==> src/rtl/occ_pkg.sv <==
package occ_pkg;

   localparam int unsigned NUM_IDLE_TMR = 2;

   typedef enum int unsigned {
      TMR_LIGHT = 0,
      TMR_SCENE = 1
   } idle_tmr_e;

   function automatic int unsigned cnt_bits(input int unsigned lim);
      return (lim < 1) ? 1 : $clog2(lim + 1);
   endfunction

endpackage

==> src/rtl/occ_idle_timer.sv <==
module occ_idle_timer #(
   parameter int unsigned LIMIT = 150
) (
   input  logic clk,
   input  logic rst_n,
   input  logic tick,
   input  logic clear,
   output logic expired
);
   localparam int unsigned W = occ_pkg::cnt_bits(LIMIT);
   localparam logic [W-1:0] LIM_V = W'(LIMIT);

   generate
      if (LIMIT < 1) begin : g_bad_limit
         $error("occ_idle_timer: LIMIT must be at least 1");
      end
   endgenerate

   logic [W-1:0] cnt_q;

   always_ff @(posedge clk) begin
      if (!rst_n)                     cnt_q <= '0;
      else if (clear)                 cnt_q <= '0;
      else if (tick && cnt_q != LIM_V) cnt_q <= cnt_q + 1'b1;
   end

   assign expired = (cnt_q == LIM_V);

   p_clear_restarts_r7: assert property (@(posedge clk) disable iff (!rst_n)
      clear |=> !expired);

   p_no_tick_holds_r10: assert property (@(posedge clk) disable iff (!rst_n)
      (!tick && !clear) |=> cnt_q == $past(cnt_q));

endmodule

==> src/rtl/occ_hb_watchdog.sv <==
module occ_hb_watchdog #(
   parameter int unsigned WINDOW = 60
) (
   input  logic clk,
   input  logic rst_n,
   input  logic tick,
   input  logic heartbeat,
   output logic fail
);
   localparam int unsigned W = occ_pkg::cnt_bits(WINDOW);
   localparam logic [W-1:0] LAST_V = W'(WINDOW - 1);
   localparam logic [W-1:0] SAT_V  = W'(WINDOW);

   generate
      if (WINDOW < 1) begin : g_bad_window
         $error("occ_hb_watchdog: WINDOW must be at least 1");
      end
   endgenerate

   logic [W-1:0] cnt_q;
   logic         fail_q;

   always_ff @(posedge clk) begin
      if (!rst_n) begin
         cnt_q  <= '0;
         fail_q <= 1'b0;
      end else if (heartbeat) begin
         cnt_q  <= '0;
         fail_q <= 1'b0;
      end else if (tick) begin
         if (cnt_q == LAST_V) fail_q <= 1'b1;
         if (cnt_q != SAT_V)  cnt_q  <= cnt_q + 1'b1;
      end
   end

   assign fail = fail_q;

   p_beat_clears_r9: assert property (@(posedge clk) disable iff (!rst_n)
      heartbeat |=> !fail);

   p_fail_on_tick_r8: assert property (@(posedge clk) disable iff (!rst_n)
      $rose(fail) |-> ($past(tick) && !$past(heartbeat)));

endmodule

==> src/rtl/occ_out_ctrl.sv <==
module occ_out_ctrl (
   input  logic clk,
   input  logic rst_n,
   input  logic motion,
   input  logic fail,
   input  logic light_exp,
   input  logic scene_exp,
   output logic lights_on,
   output logic scene_rst
);
   logic lights_q;
   logic armed_q;
   logic scene_q;

   always_ff @(posedge clk) begin
      if (!rst_n)                    lights_q <= 1'b1;
      else if (motion)               lights_q <= 1'b1;
      else if (light_exp && !fail)   lights_q <= 1'b0;
   end

   always_ff @(posedge clk) begin
      if (!rst_n) begin
         armed_q <= 1'b1;
         scene_q <= 1'b0;
      end else begin
         scene_q <= !motion && scene_exp && armed_q;
         if (motion)         armed_q <= 1'b1;
         else if (scene_exp) armed_q <= 1'b0;
      end
   end

   assign lights_on = lights_q;
   assign scene_rst = scene_q;

   p_motion_lights_r2: assert property (@(posedge clk) disable iff (!rst_n)
      motion |=> lights_on);

   p_fail_keeps_lights_r4: assert property (@(posedge clk) disable iff (!rst_n)
      (lights_on && fail) |=> lights_on);

   p_scene_single_r6: assert property (@(posedge clk) disable iff (!rst_n)
      scene_rst |=> !scene_rst);

   p_scene_when_idle_r5: assert property (@(posedge clk) disable iff (!rst_n)
      scene_rst |-> !$past(motion));

endmodule

==> src/rtl/occ_light_ctrl.sv <==
module occ_light_ctrl #(
   parameter int unsigned LIGHT_IDLE_TICKS  = 150,
   parameter int unsigned SCENE_IDLE_TICKS  = 300,
   parameter int unsigned BEAT_WINDOW_TICKS = 60
) (
   input  logic clk,
   input  logic rst_n,
   input  logic tick,
   input  logic motion,
   input  logic heartbeat,
   output logic lights_on,
   output logic scene_rst,
   output logic sensor_fail
);
   import occ_pkg::*;

   localparam int unsigned TMR_LIMIT [NUM_IDLE_TMR] = '{LIGHT_IDLE_TICKS, SCENE_IDLE_TICKS};

   logic [NUM_IDLE_TMR-1:0] exp_vec;
   logic                    fail_w;

   generate
      for (genvar g = 0; g < NUM_IDLE_TMR; g++) begin : g_idle
         occ_idle_timer #(.LIMIT(TMR_LIMIT[g])) u_tmr (
            .clk     (clk),
            .rst_n   (rst_n),
            .tick    (tick),
            .clear   (motion),
            .expired (exp_vec[g])
         );
      end
   endgenerate

   occ_hb_watchdog #(.WINDOW(BEAT_WINDOW_TICKS)) u_wdog (
      .clk       (clk),
      .rst_n     (rst_n),
      .tick      (tick),
      .heartbeat (heartbeat),
      .fail      (fail_w)
   );

   occ_out_ctrl u_out (
      .clk       (clk),
      .rst_n     (rst_n),
      .motion    (motion),
      .fail      (fail_w),
      .light_exp (exp_vec[TMR_LIGHT]),
      .scene_exp (exp_vec[TMR_SCENE]),
      .lights_on (lights_on),
      .scene_rst (scene_rst)
   );

   assign sensor_fail = fail_w;

   p_reset_values_r1: assert property (@(posedge clk)
      !rst_n |=> (lights_on && !sensor_fail && !scene_rst));

endmodule

==> config.mk <==
export PLATFORM = sky130hd
export DESIGN_NAME = occ_light_ctrl
export DESIGN_NICKNAME = d
export VERILOG_FILES = /design/src/rtl/occ_pkg.sv /design/src/rtl/occ_idle_timer.sv /design/src/rtl/occ_hb_watchdog.sv /design/src/rtl/occ_out_ctrl.sv /design/src/rtl/occ_light_ctrl.sv
export SDC_FILE = /design/constraint.sdc
export NUM_CORES = 1
export LEC_CHECK = 0
export BUFFER_PORTS_ARGS = -buffer_cell sky130_fd_sc_hd__buf_2
export CAP_MARGIN = 10
export CELL_PAD_IN_SITES_DETAIL_PLACEMENT = 1
export CELL_PAD_IN_SITES_GLOBAL_PLACEMENT = 1
export CORE_UTILIZATION = 40
export DETAILED_ROUTE_END_ITERATION = 16
export PLACE_DENSITY_LB_ADDON = 0.1
export SLEW_MARGIN = 20
export SYNTH_ARGS = -nofsm -noshare
export SYNTH_HDL_FRONTEND = slang
export SYNTH_SLANG_ARGS = --single-unit
==> constraint.sdc <==
create_clock -name clk -period 1.5 [get_ports clk]
set_input_delay 0.3 -clock clk [delete_from_list [all_inputs] [get_ports clk]]
set_output_delay 0.3 -clock clk [all_outputs]
set_load 0.05 [all_outputs]
After elaboration in Yosys (flattened, before gate mapping)
Index checks and enable logic that the tools add are counted.
- input port bits: 5
- output and inout bits: 3
- logic and storage cells: 28
- register bits after elaboration: 27
- add/subtract/negate cells: 3
- bitwise operators: 1
- equal/unequal tests: 6
- reductions and logical operators: 11
- operators by type and width (operator ; count):
    $add A9 B1 Y9 const B ; 1
    $eq A9 B9 Y1 const B ; 1
    $ne A9 B9 Y1 const B ; 1
    $add A8 B1 Y8 const B ; 1
    $eq A8 B8 Y1 const B ; 1
    $ne A8 B8 Y1 const B ; 1
    $add A6 B1 Y6 const B ; 1
    $eq A6 B6 Y1 const B ; 1
    $ne A6 B6 Y1 const B ; 1
    $logic_and A1 B1 Y1 ; 5
    $reduce_and A2 Y1 ; 2
    $reduce_or A2 Y1 ; 2
    $logic_not A1 Y1 ; 2
    $not A1 Y1 ; 1

Depth between registers and ports, before layout
Gate-level depths: netlist of run 1.
- word-level depth: 3
- gate-level depth with buffers: 5
- mapped depth without buffers: 5

By module
A second synthesis of run 1 with hierarchy kept.
- cell total of the unflattened synthesis: 155
- area total of the unflattened synthesis: 1367.6 sq um
- modules (own cells, without submodules) (module ; times used ; area each (sq um) ; cells each):
    occ_idle_timer (g_idle[1].u_tmr) ; 1 ; 478.0 ; 56
    occ_idle_timer (g_idle[0].u_tmr) ; 1 ; 414.1 ; 48
    occ_hb_watchdog ; 1 ; 371.6 ; 41
    occ_out_ctrl ; 1 ; 103.8 ; 10

Worst setup path before layout of run 1
No wires, ideal clock.
- path type: reg2reg
- start: register g_idle[1].u_tmr.cnt_q[0]
- end: register g_idle[1].u_tmr.cnt_q[8]
- arrival time: 1.317 ns
- setup slack: 0.113 ns
- required time: 1.430 ns
- cell stages (with the launch flop): 5
- path through: dfxtp_1 -> ha_1 -> nand4_2 -> or4_1 -> a21oi_1
- cells in the longest elaborated chain, start to end: 2
- elaborated cells between the ends (all ways): 3
- RTL lines (what ; RTL line ; RTL):
    start, declared ; occ_idle_timer.sv:19 ; logic [W-1:0] cnt_q;
    start signal, assigned ; occ_idle_timer.sv:24 ; else if (tick && cnt_q != LIM_V) cnt_q <= cnt_q + 1'b1;
    parallel branches: the longest is 2 deep, another holds $add A9 B1 Y9 ; -- ;
Several ways; the timed one is not identified.
A chain may end at the register's enable or synchronous reset.

Worst setup path after layout of run 1
- start: register g_idle[1].u_tmr.cnt_q[0]
- end: register g_idle[1].u_tmr.cnt_q[4]
The elaborated chain is that of the path after synthesis.

==> results of run 1 <==
-- per-layer routing --
| metal | vias to the layer above | part of all wire [%] |
|---|---|---|
| met2 | 8 | 51 |
| met1 | 576 | 47 |
| met5 | - | 0 |
| met3 | 2 | 1.5 |
| met4 | 0 | 0.69 |
| li1 | 584 | - |
-- path summary, 6_finish.rpt --
| check | from | to | slack (ps) | cells after the start |
|---|---|---|---|---|
| worst min-delay path | heartbeat | u_wdog.cnt_q[2] | 270 | 4 |
| worst max-delay path | g_idle[1].u_tmr.cnt_q[0] | g_idle[1].u_tmr.cnt_q[4] | 90 | 5 |
| worst min register to register | u_out.armed_q | u_out.scene_rst | 440 | 2 |
| worst max register to register | g_idle[1].u_tmr.cnt_q[0] | g_idle[1].u_tmr.cnt_q[4] | 90 | 5 |
-- flip-flops by register name (all words and copies together) (netlist names) --
signal	cells
u_out.armed_q	1
u_wdog.fail	1
u_out.lights_on	1
g_idle.u_tmr.cnt_q	17
u_wdog.cnt_q	6
u_out.scene_rst	1
-- Yosys cell counts (3+ instances only) --
library cell / instances
dfxtp_1: 27
nand2_1: 23
a21oi_1: 15
inv_1: 7
o21ai_0: 7
ha_1: 6
nand4_1: 6
mux2i_1: 5
or3_1: 5
a211oi_1: 3
a31oi_1: 3
nand2b_1: 3
nand3_1: 3
nor2_1: 3
nor2b_1: 3
nor3_1: 3
o31ai_1: 3
-- stage by stage --
step	area, um2	cells	utilization, %
after CTS	1470	209	47.4
after detailed placement	1440	205	46.4
after global placement	1440	205	46.4
after floorplan	1320	152	-
final	1490	210	48.1
after global routing	1490	210	48.1
-- final cells by class --
class                      instances  area (um2)  share of cell area, %
multi-input combinational        114         749                   50.2
sequential                        27         548                   36.7
timing repair buffer              14        87.6                   5.87
tap                               44        55.1                   3.69
clock buffer                       4        26.3                   1.76
inverter                           7        26.3                   1.76
-- report_power, final --
| group | internal, W | switching [W] |
|---|---|---|
| clock network | 0.000104 | 0.000210 |
| logic | 0.0000282 | 0.0000410 |
| registers | 0.000721 | 0.00000539 |
| total | 0.000853 | 0.000256 |
-- worst max-delay path: stages (launching register included) --
cell	delay, ps
dfxtp_4	400
inv_1	60
ha_1	190
and4b_2	260
a211o_2	340
a21oi_1	110
-- logic make-up after synthesis --
kind of cell / synth area share [%]
and+or+nand+nor: 28.0
AOI/OAI and AO/OA: 17.6
DFF: 40.8
buffers and inverters: 3.50
adders and majority gates: 5.67
muxes: 3.78
xor gates and xnor gates: 0.662
-- what timing repair did --
item,in CTS,in global routing
setup buffers,0,1
setup endpoints to repair,3,4
pin swaps,0,1
resized for setup,3,4
==> reports/metrics.yaml, run 1 <==
run_status:
  outcome: "complete, no violations"
global_routing:
  antenna_found_initial: 0
  grt_overflow_total: 0
  grt_use_met2_pct: 30.7
  met1_usage_pct: 24.8
  gr-usage-met3_pct: 1.97
  grt.total_usage_pct: 18.4
  busiest_layer: "met2"
  grt_pass1_vias: 1099
  grt_first_pass_wirelength_um: 5060
  grt_max_degree: 15
clocking:
  htreeDepth: 1
  cts_hold_buf: 0
  clockBufferDepth: 2
  cts_made_buffers: 3
  clk_pin_slew_ps: 140
  insertion_delay_ps: 320
  cts_root_buf: "clkbuf_4"
  cts_tree: "done"
  cts.sinks: 27
timing:
  hold_ws_ps: 274
  skew_ps: 3.20
  hold_violations: 0
  fin_crit_ps: 1410
  fin_crit_sh_pct: 93.9
  fin_ws_ps: 91.6
  finalSetupTns_ps: 0
  finalMaxSlewViolations: 0
  fmax_mhz: 710
  setup_viol: 0
  worst_slew_pin_slew_ps: 290
  slew_headroom_pct: 80.7
pwr:
  peakVddDrop_mv: 0.350
  p_leak_nw: 0.526
  power_density_mw_per_mm2: 743
  p_total_w: 0.00111
synthesis:
  yosys-top-cells-area: "dfxtp_1, nand2_1, a21oi_1"
  ys_warn_count: 0
  synth.distinct_cells: 38
  seq_area_frac_synth_pct: 40.8
  synth_nets: 163
  synthCells: 152
  synthArstFlopShare_pct: 0
  synth_seq_cells: 27
  netlist_area_mm2: 0.00132
  synth_edf_count: 0
  synth_flop_cell: "dfxtp_1"
  syn_avg_cell_area_um2: 8.71
  synth_top_area_share_pct: 40.8
  synth_top_cell_by_area: "dfxtp_1"
critical_path:
  crit_type: "reg2reg"
  required_ps: 1760
  path_max_fanout: 5
  worst_setup_path_end_kind: "flip-flop"
  startpoint_type: "flip-flop"
  arrival_ps: 1670
finish:
  syn_to_final_growth_pct: 12.8
  fin_nets: 178
  final_common_cell: "dfxtp_1"
  drive_gt1_share_pct: 16.9
  fillers: 388
  layout_common_cells: "dfxtp_1, nand2_1, a21oi_1"
  n_antenna_cell: 0
run:
  maxCapViolations: 0
drt:
  drtPass1Iterations: 4
  drtIter0Drc: 46
  drc: 0
  vias_per_cell: 5.57
  vias: 1170
  drt-total-wl_um: 2890
  antenna_left: 0
  post_drt_wl_per_cell_um: 13.8
placement:
  dp_slack_ps: -11.2
  portBuffers: 7
  hpwl_um: 2200
  gp_congestion: 0.784
floorplan:
  die_h_um: 59.5
  die-area_mm2: 0.00354
  rows: 20
  core_mm2: 0.00310
  die_w_um: 59.5
  start_util_pct: 42.7
  io_pins: 8
hold_path:
  hold_path.class: "in2reg"
(Power assumes the default switching activity.)
==> inputs of run 2 (changes only) <==
--- a/config.mk
+++ b/config.mk
@@ -9,6 +9,7 @@
 export CAP_MARGIN = 10
 export CELL_PAD_IN_SITES_DETAIL_PLACEMENT = 1
 export CELL_PAD_IN_SITES_GLOBAL_PLACEMENT = 1
+export CORE_ASPECT_RATIO = 1.5
 export CORE_UTILIZATION = 40
 export DETAILED_ROUTE_END_ITERATION = 16
 export PLACE_DENSITY_LB_ADDON = 0.1
==> run 2 against run 1 <==
- critical path depth down 1
- wire length up 0.97%
- via count down 2.0%
- power up 7.7%
- core utilization down 0.42 points
- first-iteration DRC count down 93%
- critical endpoint is now g_idle[1].u_tmr.cnt_q[8]
- highest routed layer unchanged
==> reports/metrics.yaml, run 2 (synthesized netlist as in run 1, its figures left out) <==
placement:
  gp_congestion: 0.732  # -6.7%
  portBuffers: 7  # unchanged
  postPlaceCellArea_mm2: 0.00144  # +0.17%
  hpwl_um: 2310  # +4.7%
clocking:
  clockBufferDepth: 2  # unchanged
  htreeDepth: 1  # unchanged
  cts_tree: "done"
  clk_pin_slew_ps: 90  # -50 ps
  cts_root_buf: "clkbuf_8"
  cts_hold_buf: 0  # unchanged
  insertion_delay_ps: 260  # -60 ps
  cts_made_buffers: 3  # unchanged
  cts.sinks: 27  # unchanged
drt:
  drc: 0  # unchanged
  vias: 1147  # -2.0%
  antenna_left: 0  # unchanged
  drtIter0Drc: 3  # -93%
  post_drt_wl_per_cell_um: 14.2  # +2.9%
  drt-total-wl_um: 2920  # +0.97%
  drtPass1Iterations: 2  # -2
  vias_per_cell: 5.57  # about the same
pwr:
  peakVddDrop_mv: 0.387  # +11%
  power_density_mw_per_mm2: 793  # +6.7%
  p_leak_nw: 0.537  # +2.1%
  p_total_w: 0.00119  # +7.7%
global_routing:
  antenna_found_initial: 0  # unchanged
  grt_first_pass_wirelength_um: 5260  # +3.9%
  grt_max_degree: 15  # unchanged
  grt.total_usage_pct: 18.8  # +0.39 points
  grt_overflow_total: 0  # unchanged
  grt_pass1_vias: 1214  # +10%
critical_path:
  rrSetupSlack_ps: 90  # about the same
  startpoint_type: "flip-flop"
  reg2reg_depth: 4  # -1
  endpoint: "g_idle[1].u_tmr.cnt_q[8]"
  crit_type: "reg2reg"
  path_cells: "ha_1 > nand4_2 > or4_1 > a21oi_1"
  cp.depth: 4  # -1
  max_stage_delay_ps: 520  # +120 ps
  arrival_ps: 1610  # -60 ps
  timing.rr.start: "g_idle[1].u_tmr.cnt_q[0]"
  path_buf_inv: 0  # -1
  slowest_stage: "or4_1"
  r2r-end: "g_idle[1].u_tmr.cnt_q[8]"
  worst_setup_path_end_kind: "flip-flop"
  crit_path_start: "g_idle[1].u_tmr.cnt_q[0]"
  path_max_fanout: 5  # unchanged
  required_ps: 1700  # -60 ps
  cp_top_family: "simple AND/OR/NAND/NOR gates"
finish:
  largestRegisters: "g_idle.u_tmr.cnt_q: 17 flops, u_wdog.cnt_q: 6 flops"
  fillers: 393  # +1.3%
  drive_gt1_share_pct: 16.3  # -0.60 points
  layout_common_cells: "dfxtp_1, nand2_1, a21oi_1"
  syn_to_final_growth_pct: 13.8
  fin_nets: 178  # unchanged
  largest_reg_flops: 17  # unchanged
  multi_input_area_um2: 754  # +0.67%
  design_area_mm2: 0.00151  # +0.92%
  n_antenna_cell: 0  # unchanged
  top_register: "g_idle.u_tmr.cnt_q"
  ff_latch_area_um2: 543  # -0.91%
  final_common_cell: "dfxtp_1"
run:
  maxCapViolations: 0  # unchanged
timing:
  skew_ps: 2.54  # -0.664 ps
  finalSetupTns_ps: 0  # unchanged
  fin_crit_ps: 1410  # +1.32 ps
  fin_crit_sh_pct: 94.0  # about the same
  setup_viol: 0  # unchanged
  finalMaxSlewViolations: 0  # unchanged
  slew_headroom_pct: 79.1  # -1.6 points
  hold_violations: 0  # unchanged
  fmax_mhz: 709  # about the same
  rsz0062_at_grt: "no"
  worst_slew_pin_slew_ps: 313  # +23.0 ps
floorplan:
  die_w_um: 49.0  # -18%
  rows: 25  # +25%
  die_h_um: 72.5  # +22%
  core_mm2: 0.00316  # +1.8%
  io_pins: 8  # unchanged
  die-area_mm2: 0.00355  # +0.14%
  start_util_pct: 41.9  # -0.76 points
hold_path:
  min_path_cells: 4  # unchanged
  hold_path.class: "in2reg"
run_status:
  outcome: "complete, no violations"
run 2: cell counts in the layout (fill, tap and decap cells not counted):
No cell type changed its count.
run 2: through the flow:
| stage | setup WS [ps] | instances | hold slack, ps | util [%] |
|---|---|---|---|---|
| after floorplan | 113 | 152 | 410 | - |
| after global placement | 25.1 | 202 | 417 | 45.6 |
| after detailed placement | -22.6 | 202 | 441 | 45.6 |
| after CTS | 30.1 | 206 | 377 | 47.2 |
| after global routing | 25.7 | 206 | 400 | 47.7 |
| final | 90.3 | 206 | 370 | 47.7 |
run 2: worst register-to-register path: cells and delay by family (launching register included):
| kind | cells | cell delay (ps) |
|---|---|---|
| compound gates | 1 | 140 |
| simple gates | 2 | 650 |
| fa+ha+maj | 1 | 190 |
| flops | 1 | 370 |
run 2: routing by layer:
metal / global-route usage [%] / up-vias / wire (um)
li1: - / 582 / -
met2: 36.1 / 5 / 1580
met4: 6.86 / 0 / 24
met1: 21.0 / 558 / 1280
met5: 0 / - / 0
met3: 1.89 / 2 / 29
run 2: worst min path at each step:
stage	start	endpoint	slack, ps
3_5_place_dp	u_out.armed_q	u_out.scene_rst	440
3_3_place_gp	u_out.armed_q	u_out.scene_rst	420
4_1_cts	heartbeat	u_wdog.cnt_q[0]	380
5_1_grt	heartbeat	u_wdog.cnt_q[2]	400
2_1_floorplan	u_out.armed_q	u_out.scene_rst	410
6_report	heartbeat	u_wdog.cnt_q[0]	370
run 2: area by class of cell:
class	instances	area share [%]
clock buffers	4	2.99
inverters	7	1.74
multi-input cells	114	50.1
flip-flops and latches	27	36.0
well taps	40	3.32
repair buffers	14	5.81
run 2: report_power, final:
| part | switching (W) | total (W) | internal [W] |
|---|---|---|---|
| Sequential | 0.00000490 | 0.000727 | 0.000722 |
| Combinational | 0.0000416 | 0.0000715 | 0.0000299 |
| Clock | 0.000207 | 0.000396 | 0.000190 |
| Total | 0.000253 | 0.00119 | 0.000941 |
run 2: what timing repair did:
item,CTS,global route
hold endpoints to repair,0,0
buffers inserted,0,0
resized for setup,1,4
setup endpoints to repair,2,6
